File: src/rtl/xlb_pkg.sv
package xlb_pkg;

  localparam logic [7:0] IDLE_CH  = 8'h07;
  localparam logic [7:0] START_CH = 8'hFB;
  localparam logic [7:0] TERM_CH  = 8'hFD;

  typedef enum logic [1:0] {
    MODE_NORMAL = 2'd0,
    MODE_LOCAL  = 2'd1
  } mode_e;

  // strobes from control to datapath
  typedef struct packed {
    logic loopSel;    // route MAC transmit back to MAC receive this cycle
    logic switchNow;  // a pending mode is being applied this cycle
  } routeCtl_t;

endpackage

File: src/rtl/xlb_frame_track.sv
module xlb_frame_track #(
  parameter int LANES = 8,
  localparam int DATA_W = LANES * 8
) (
  input  logic              clk,
  input  logic              rstN,
  input  logic [DATA_W-1:0] data,
  input  logic [LANES-1:0]  ctrl,
  output logic              startNow,
  output logic              busy
);
  import xlb_pkg::*;

  logic [LANES-1:0] laneTerm;
  logic             termNow;

  generate
    for (genvar l = 0; l < LANES; l++) begin : g_lane
      assign laneTerm[l] = ctrl[l] && (data[l*8 +: 8] == TERM_CH);
    end
  endgenerate

  assign termNow  = |laneTerm;
  assign startNow = ctrl[0] && (data[7:0] == START_CH);

  always_ff @(posedge clk) begin
    if (!rstN)         busy <= 1'b0;
    else if (startNow) busy <= 1'b1;
    else if (termNow)  busy <= 1'b0;
  end

  // a frame opened this cycle must be marked busy next cycle
  assert_start_opens_R7: assert property (@(posedge clk) disable iff (!rstN)
    startNow |=> busy);

endmodule

File: src/rtl/xlb_ctrl.sv
module xlb_ctrl #(
  parameter int ADDR_W    = 4,
  parameter int REG_W     = 32,
  parameter int MODE_ADDR = 0
) (
  input  logic              clk,
  input  logic              rstN,
  input  logic              regWr,
  input  logic [ADDR_W-1:0] regAddr,
  input  logic [REG_W-1:0]  regWrData,
  output logic [REG_W-1:0]  regRdData,
  input  logic              txBusy,
  input  logic              txStart,
  input  logic              rxBusy,
  input  logic              rxStart,
  output xlb_pkg::routeCtl_t routeCtl
);
  import xlb_pkg::*;

  localparam logic [ADDR_W-1:0] MODE_A = ADDR_W'(MODE_ADDR);

  mode_e pendingMode, activeMode, effMode;
  logic  addrHit, wrLegal, quiet, switchNow;

  assign addrHit = (regAddr == MODE_A);
  assign wrLegal = regWr && addrHit &&
                   ((regWrData == REG_W'(MODE_NORMAL)) ||
                    (regWrData == REG_W'(MODE_LOCAL)));

  assign quiet     = !txBusy && !rxBusy && !txStart && !rxStart;
  assign switchNow = (pendingMode != activeMode) && quiet;
  assign effMode   = switchNow ? pendingMode : activeMode;

  always_ff @(posedge clk) begin
    if (!rstN) begin
      pendingMode <= MODE_NORMAL;
      activeMode  <= MODE_NORMAL;
    end else begin
      if (wrLegal) pendingMode <= mode_e'(regWrData[1:0]);
      activeMode <= effMode;
    end
  end

  assign regRdData          = addrHit ? REG_W'(activeMode) : '0;
  assign routeCtl.loopSel   = (effMode == MODE_LOCAL);
  assign routeCtl.switchNow = switchNow;

  assert_hold_tx_frame_R7: assert property (@(posedge clk) disable iff (!rstN)
    txBusy |=> $stable(activeMode));

  assert_hold_rx_frame_R10: assert property (@(posedge clk) disable iff (!rstN)
    rxBusy |=> $stable(activeMode));

  assert_no_switch_on_start_R11: assert property (@(posedge clk) disable iff (!rstN)
    (txStart || rxStart) |=> $stable(activeMode));

  always_comb begin
    if (rstN) begin
      assert_legal_mode_R8: assert (activeMode == MODE_NORMAL || activeMode == MODE_LOCAL);
    end
  end

endmodule

File: src/rtl/xlb_datapath.sv
module xlb_datapath #(
  parameter int LANES = 8,
  localparam int DATA_W = LANES * 8
) (
  input  logic              clk,
  input  logic              rstN,
  input  xlb_pkg::routeCtl_t routeCtl,
  input  logic [DATA_W-1:0] macTxData,
  input  logic [LANES-1:0]  macTxCtrl,
  input  logic [DATA_W-1:0] phyRxData,
  input  logic [LANES-1:0]  phyRxCtrl,
  output logic [DATA_W-1:0] phyTxData,
  output logic [LANES-1:0]  phyTxCtrl,
  output logic [DATA_W-1:0] macRxData,
  output logic [LANES-1:0]  macRxCtrl
);
  import xlb_pkg::*;

  localparam logic [DATA_W-1:0] IDLE_WORD = {LANES{IDLE_CH}};
  localparam logic [LANES-1:0]  IDLE_CTRL = {LANES{1'b1}};

  logic [DATA_W-1:0] rxSelData;
  logic [LANES-1:0]  rxSelCtrl;

  assign rxSelData = routeCtl.loopSel ? macTxData : phyRxData;
  assign rxSelCtrl = routeCtl.loopSel ? macTxCtrl : phyRxCtrl;

  always_ff @(posedge clk) begin
    if (!rstN) begin
      phyTxData <= IDLE_WORD;
      phyTxCtrl <= IDLE_CTRL;
      macRxData <= IDLE_WORD;
      macRxCtrl <= IDLE_CTRL;
    end else begin
      phyTxData <= macTxData;
      phyTxCtrl <= macTxCtrl;
      macRxData <= rxSelData;
      macRxCtrl <= rxSelCtrl;
    end
  end

  assert_normal_route_R2: assert property (@(posedge clk) disable iff (!rstN)
    !routeCtl.loopSel |=> (macRxData == $past(phyRxData)) && (macRxCtrl == $past(phyRxCtrl)));

  assert_loop_route_R3: assert property (@(posedge clk) disable iff (!rstN)
    routeCtl.loopSel |=> (macRxData == $past(macTxData)) && (macRxCtrl == $past(macTxCtrl)));

  assert_tx_copy_R4: assert property (@(posedge clk) disable iff (!rstN)
    rstN |=> (phyTxData == $past(macTxData)) && (phyTxCtrl == $past(macTxCtrl)));

endmodule

File: src/rtl/xlb_switch.sv
module xlb_switch #(
  parameter int LANES     = 8,
  parameter int ADDR_W    = 4,
  parameter int REG_W     = 32,
  parameter int MODE_ADDR = 0,
  localparam int DATA_W   = LANES * 8
) (
  input  logic              clk,
  input  logic              rstN,
  input  logic [DATA_W-1:0] macTxData,
  input  logic [LANES-1:0]  macTxCtrl,
  output logic [DATA_W-1:0] phyTxData,
  output logic [LANES-1:0]  phyTxCtrl,
  input  logic [DATA_W-1:0] phyRxData,
  input  logic [LANES-1:0]  phyRxCtrl,
  output logic [DATA_W-1:0] macRxData,
  output logic [LANES-1:0]  macRxCtrl,
  input  logic              regWr,
  input  logic [ADDR_W-1:0] regAddr,
  input  logic [REG_W-1:0]  regWrData,
  output logic [REG_W-1:0]  regRdData
);
  import xlb_pkg::*;

  routeCtl_t routeCtl;
  logic txBusy, txStart, rxBusy, rxStart;

  xlb_frame_track #(.LANES(LANES)) u_txTrack (
    .clk(clk), .rstN(rstN), .data(macTxData), .ctrl(macTxCtrl),
    .startNow(txStart), .busy(txBusy));

  xlb_frame_track #(.LANES(LANES)) u_rxTrack (
    .clk(clk), .rstN(rstN), .data(phyRxData), .ctrl(phyRxCtrl),
    .startNow(rxStart), .busy(rxBusy));

  xlb_ctrl #(.ADDR_W(ADDR_W), .REG_W(REG_W), .MODE_ADDR(MODE_ADDR)) u_ctrl (
    .clk(clk), .rstN(rstN), .regWr(regWr), .regAddr(regAddr),
    .regWrData(regWrData), .regRdData(regRdData),
    .txBusy(txBusy), .txStart(txStart), .rxBusy(rxBusy), .rxStart(rxStart),
    .routeCtl(routeCtl));

  xlb_datapath #(.LANES(LANES)) u_dp (
    .clk(clk), .rstN(rstN), .routeCtl(routeCtl),
    .macTxData(macTxData), .macTxCtrl(macTxCtrl),
    .phyRxData(phyRxData), .phyRxCtrl(phyRxCtrl),
    .phyTxData(phyTxData), .phyTxCtrl(phyTxCtrl),
    .macRxData(macRxData), .macRxCtrl(macRxCtrl));

endmodule

File: config.mk
export PLATFORM = sky130hd
export DESIGN_NAME = xlb_switch
export DESIGN_NICKNAME = d
export VERILOG_FILES = /design/src/rtl/xlb_pkg.sv /design/src/rtl/xlb_frame_track.sv /design/src/rtl/xlb_ctrl.sv /design/src/rtl/xlb_datapath.sv /design/src/rtl/xlb_switch.sv
export SDC_FILE = /design/constraint.sdc
export NUM_CORES = 1
export LEC_CHECK = 0
export BUFFER_PORTS_ARGS = -buffer_cell sky130_fd_sc_hd__buf_2
export CAP_MARGIN = 20
export CORE_AREA = 4 4 138 140
export DETAILED_ROUTE_END_ITERATION = 16
export DIE_AREA = 0 0 142 144
export PLACE_DENSITY = 0.67
export SLEW_MARGIN = 20
export SYNTH_ARGS = -nofsm -noshare
export SYNTH_HDL_FRONTEND = slang
export SYNTH_SLANG_ARGS = --single-unit
File: constraint.sdc
create_clock -name clk -period 5 [get_ports clk]
set_input_delay 0.25 -clock clk [delete_from_list [all_inputs] [get_ports clk]]
set_output_delay 0.25 -clock clk [all_outputs]
set_load 0.05 [all_outputs]
---- After elaboration in Yosys (flattened, before gate mapping) ----
Index checks and enable logic that the tools add are counted.
storage, ports and cells
  bits in registers ....................... 150
  latch bits .............................. 0
  memory bits (writable) .................. 0
  bits in read-only memories .............. 0
  memories ................................ 0
operators by class
  add/subtract/negate cells ............... 0
  multipliers ............................. 0
  divide/modulo/power cells ............... 0
  magnitude comparators ................... 0
  equality and inequality tests ........... 21
  shift-type cells ........................ 0
  mux-type cells .......................... 8
  bitwise gates (word level) .............. 0
  reduce and logical (&&, ||, !) cells .... 35
operator list
  cell                   number
  $eq A8 B8 Y1 const B   18
  $mux W64               1
  $eq A32 B1 Y1 const B  1
  $logic_not A32 Y1      1
  $logic_and A1 B1 Y1    24
  $reduce_or A8 Y1       2
  $mux W8                1
  $logic_not A1 Y1       4
  $logic_not A4 Y1       1
  $mux W1                4
  $mux W2                2
  $reduce_bool A2 Y1     2
  $eq A2 B1 Y1 const B   1
  $ne A2 B2 Y1           1
  $logic_or A1 B1 Y1     1

---- Logic depth before layout (Yosys ltp) ----
  depth in word-level cells ............... 9
  mapped depth ............................ 7
  mapped depth without buffers ............ 5

---- By module ----
From an unflattened synthesis, not the netlist that was laid out.
second synthesis, totals
  cell total of the unflattened synthesis .. 529
  area, all modules ....................... 5,713.0 µm²
modules (own cells, without submodules)
  module           instances  cells an instance  area an instance (µm²)  sequential area each (µm²)
  xlb_datapath     1          384                4,631.9                 2,882.8
  xlb_ctrl         1          67                 553.0                   80.1
  xlb_frame_track  2          39                 264.0                   20.0

---- Worst setup path before layout ----
No wires, ideal clock.
  path type ............................... reg2reg
  start ................................... register u_ctrl.pendingMode[1]
  end ..................................... register u_dp.macRxCtrl[0]
  library setup time ...................... 121 ps
  arrival ................................. 1,728 ps
  slack ................................... 3,150 ps
  cell stages (with the launch flop) ...... 8
  path buffers ............................ 2
  clock period less this slack ............ 1,850 ps
  path through ............................ dfxtp_1 -> xnor2_1 -> a211oi_2 -> o311a_4 -> mux2i_1 -> buf_6 -> buf_12 -> mux2_4
on the way
  longest elaborated chain between the ends .. 5
ends and longest elaborated chain
  what                    line                text
  from (decl)             xlb_ctrl.sv:22      mode_e pendingMode, activeMode, effMode;
  from (signal assigned)  xlb_ctrl.sv:39      if (wrLegal) pendingMode <= mode_e'(regWrData[1:0]);
  $ne A2 B2 Y1            xlb_ctrl.sv:31      assign switchNow = (pendingMode != activeMode) && quiet;
  $logic_and A1 B1 Y1     xlb_ctrl.sv:31
  $mux W2 (*)             xlb_ctrl.sv:32      assign effMode = switchNow ? pendingMode : activeMode;
  $eq A2 B1 Y1 (*)        xlb_ctrl.sv:45      assign routeCtl.loopSel = (effMode == MODE_LOCAL);
  $mux W8 (*)             xlb_datapath.sv:26  assign rxSelCtrl = routeCtl.loopSel ? macTxCtrl : phyRxCtrl;
  to (signal assigned)    xlb_datapath.sv:38  macRxCtrl <= rxSelCtrl;
  to (decl)               xlb_datapath.sv:15  output logic [LANES-1:0] macRxCtrl
Mark *: on every way between the ends. The rest lies on a longest branch, timed or not.
A chain may end at the register's enable or synchronous reset.

---- Worst setup path after layout ----
  start ................................... register u_ctrl.pendingMode[1]
  end ..................................... register u_dp.macRxCtrl[7]
Same word-level chain as after synthesis.

==> metrics.csv <==
stage,metric,value,unit
run_status,outcome,"complete, no violations",
synthesis,ys_seq_area_share,52.1,%
detailed_routing,viasPerCell,4.37,
floorplan,coreArea,17800,sq um
synthesis,yosys.area.top_type,dfxtp_1,
grt,antenna_found_initial,4,
cts,cts_buffers,17,
sta,final.setup.tns,0,ps
cts,cts-root-buf,clkbuf_16,
synthesis,synth_top_area_share,52.1,%
place,io_buffers,328,
grt,grt_pass1_wl,26500,um
detailed_routing,drt_iter0_markers,188,
power,powerDensity,382,nW/um^2
power,p_switching,0.945,mW
floorplan,die-area,20400,sq um
synthesis,ys_types,34,
sta,finalMaxSlewViolations,0,
synthesis,synth_edf_count,0,
power,combPwrFrac,17.3,%
power,intPower,2.13,mW
cells_and_area,final_util,45.1,%
critical_path,path_cells,"xnor2_1, a211oi_2, o311a_4, mux2i_4, buf_4, mux2_2",
synthesis,synth-async-reset-ratio,0,%
critical_path,crit_type,register to register,
detailed_routing,drc,0,
sta,fin_skew,9.16,ps
cts,cts_hold_buffers,0,
power,seqPwrFrac,41.4,%
synthesis,ys.flop_type,dfxtp_1,
sta,hold_viol_final,0,
power,leakage,4.44,nW
sta,min_period,2360,ps
place,gp_congestion,0.919,
sta,max_freq,0.424,GHz
critical_path,reg2reg_depth,6,
floorplan,core.rowCount,49,
job,drv_cap,0,
synthesis,syn_area,5770,sq um
worst_hold_path,hold_path_class,input pin to register,
grt,grt_overflow,0,
cells_and_area,area_delta_synth_final,39.5,%
detailed_routing,ant_nets,0,
power,total_power,3.07,mW
cts,cts.sinks,150,
synthesis,ys_ff_latch,150,
cts,cts.clk_slew.worst_paths,70,ps
sta,setup_violations,0,
sta,whs,41.3,ps
critical_path,end_kind,register,
cells_and_area,num-nets-final,1074,
sta,tightest_slew,912,ps
floorplan,pin_count,359,
critical_path,critical_path_required,5300,ps
critical_path,cp_slowest_stage_delay,570,ps
synthesis,netlist_instances,565,
cells_and_area,layout_common_cells,"buf_2, dfxtp_1, nand2_1, nand2b_1, inv_1",
cts,cts_setup_buffers,0,
detailed_routing,routedWlPerCell,16.1,um
detailed_routing,drt_wl_total,18300,um
critical_path,cp-start-kind,register,
synthesis,post_synth.cell_area_avg,10.2,sq um
detailed_routing,drt-pass1-iter-count,4,
synthesis,yosysWarnings,0,
sta,relSlewSlack,38.6,%
cts,cts_tree,yes,
grt,grt_max_degree,58,
synthesis,synth_area_leaders,"dfxtp_1, mux2i_1, mux2_4",
critical_path,cp_slowest_cell,buf_4,
power,clkPwrFrac,41.3,%
worst_hold_path,whs_path_depth,3,
floorplan,die_w,142,um
floorplan,initial_core_util,32.3,%
cells_and_area,final_common_cell,buf_2,
grt,grt_pass1_vias,4934,
grt,track_usage,17.2,%
cells_and_area,drive_above_1_share,44.0,%
place,dpl.hpwl,15000,um
cts,clk_latency,420,ps
cts,htreeDepth,4,
cts,cts-resized-gates,0,
floorplan,die_y,144,um
power,ir_worst_vdd,0.213,mV
detailed_routing,vias,4968,
critical_path,arrival,2660,ps
sta,rsz0062_at_grt,no,
power,p_sw_share,30.8,%
sta,post-route-period-util,47.2,%
critical_path,cp_max_fo,38,
cts,cts_max_path_buffers,2,
==> routing by layer <==
metal	global-route usage (%)	share of wire, %	wire, um	vias up
met4	6.11	1.6	290	2
met2	31.4	52	9500	235
met5	0	0.11	20	-
met3	5.52	8.5	1550	16
li1	-	-	-	2455
met1	18.7	38	6940	2260
==> critical path, delay by kind of cell, from the launching register on <==
family / cells / cell delay [ps]
xor gates and xnor gates: 1 / 150
muxes: 2 / 630
buffers and inverters: 1 / 570
DFF: 1 / 340
AOI/OAI and AO/OA: 2 / 500
==> power by group through the flow <==
| stage | Sequential (mW) | Combinational, mW | Clock [mW] |
|---|---|---|---|
| 2_1_floorplan | 1.52 | 0.158 | 0 |
| 3_3_place_gp | 1.30 | 0.532 | 0 |
| 3_5_place_dp | 1.30 | 0.534 | 0 |
| 4_1_cts | 1.27 | 0.534 | 1.30 |
| 5_1_grt | 1.28 | 0.563 | 1.35 |
| 6_report | 1.27 | 0.531 | 1.27 |
==> Yosys cell counts, types with 3 or more instances <==
| master | n |
|---|---|
| nand4_1 | 20 |
| mux2i_1 | 45 |
| nand2_1 | 94 |
| mux2_4 | 29 |
| buf_4 | 30 |
| buf_6 | 5 |
| clkbuf_1 | 16 |
| nand3_1 | 9 |
| nor3_1 | 4 |
| nor2_1 | 5 |
| nand2b_1 | 57 |
| nor2b_1 | 6 |
| nor3b_1 | 3 |
| buf_12 | 3 |
| nor4_1 | 15 |
| dfxtp_1 | 150 |
| nand4b_1 | 5 |
| inv_1 | 49 |
==> area by class of cell <==
class	count	area, sq um
Antenna cell	3	7.51
Inverter	49	184
Tap cell	229	287
Timing Repair Buffer	332	1670
Fill cell	1774	9800
Multi-Input combinational cell	341	2300
Clock buffer	19	453
Clock inverter	13	136
Sequential cell	150	3000
==> stage by stage <==
| stage | worst slack, ps | cells | instance area [sq um] |
|---|---|---|---|
| floorplan | 3150 | 594 | 5870 |
| global placement | 2630 | 1101 | 7450 |
| detailed placement | 2560 | 1101 | 7450 |
| CTS | 2640 | 1133 | 8040 |
| global route | 2520 | 1135 | 8040 |
| finish | 2640 | 1136 | 8040 |
==> cell families (layout without fill, tap and decap cells) <==
logic type      after synthesis  in the layout  synth area share, %
buf+inv                     103            413                 10.2
flops                       150            150                 52.1
other cells                   1             33               0.0650
compound gates                7              7                 1.24
mux                          76             76                 15.8
xor+xnor                      2              2                0.304
simple gates                226            226                 20.4
==> state kept, by name (all words and copies together), names as in the netlist <==
register,count
u_ctrl.activeMode,2
u_ctrl.pendingMode,2
u_dp.macRxCtrl,8
u_dp.macRxData,64
u_dp.phyTxCtrl,8
u_dp.phyTxData,64
u_rxTrack.busy,1
u_txTrack.busy,1
==> path summary, 6_finish.rpt <==
kind | endpoint | slack (ps) | start
worst min-delay path | u_dp.phyTxData[16] | 40 | macTxData[16]
worst max register to register | u_dp.macRxCtrl[7] | 2640 | u_ctrl.pendingMode[1]
worst min register to register | u_ctrl.pendingMode[1] | 480 | u_ctrl.pendingMode[1]
worst max-delay path | u_dp.macRxCtrl[7] | 2640 | u_ctrl.pendingMode[1]
Note: power is estimated with default switching activity, not from simulation.
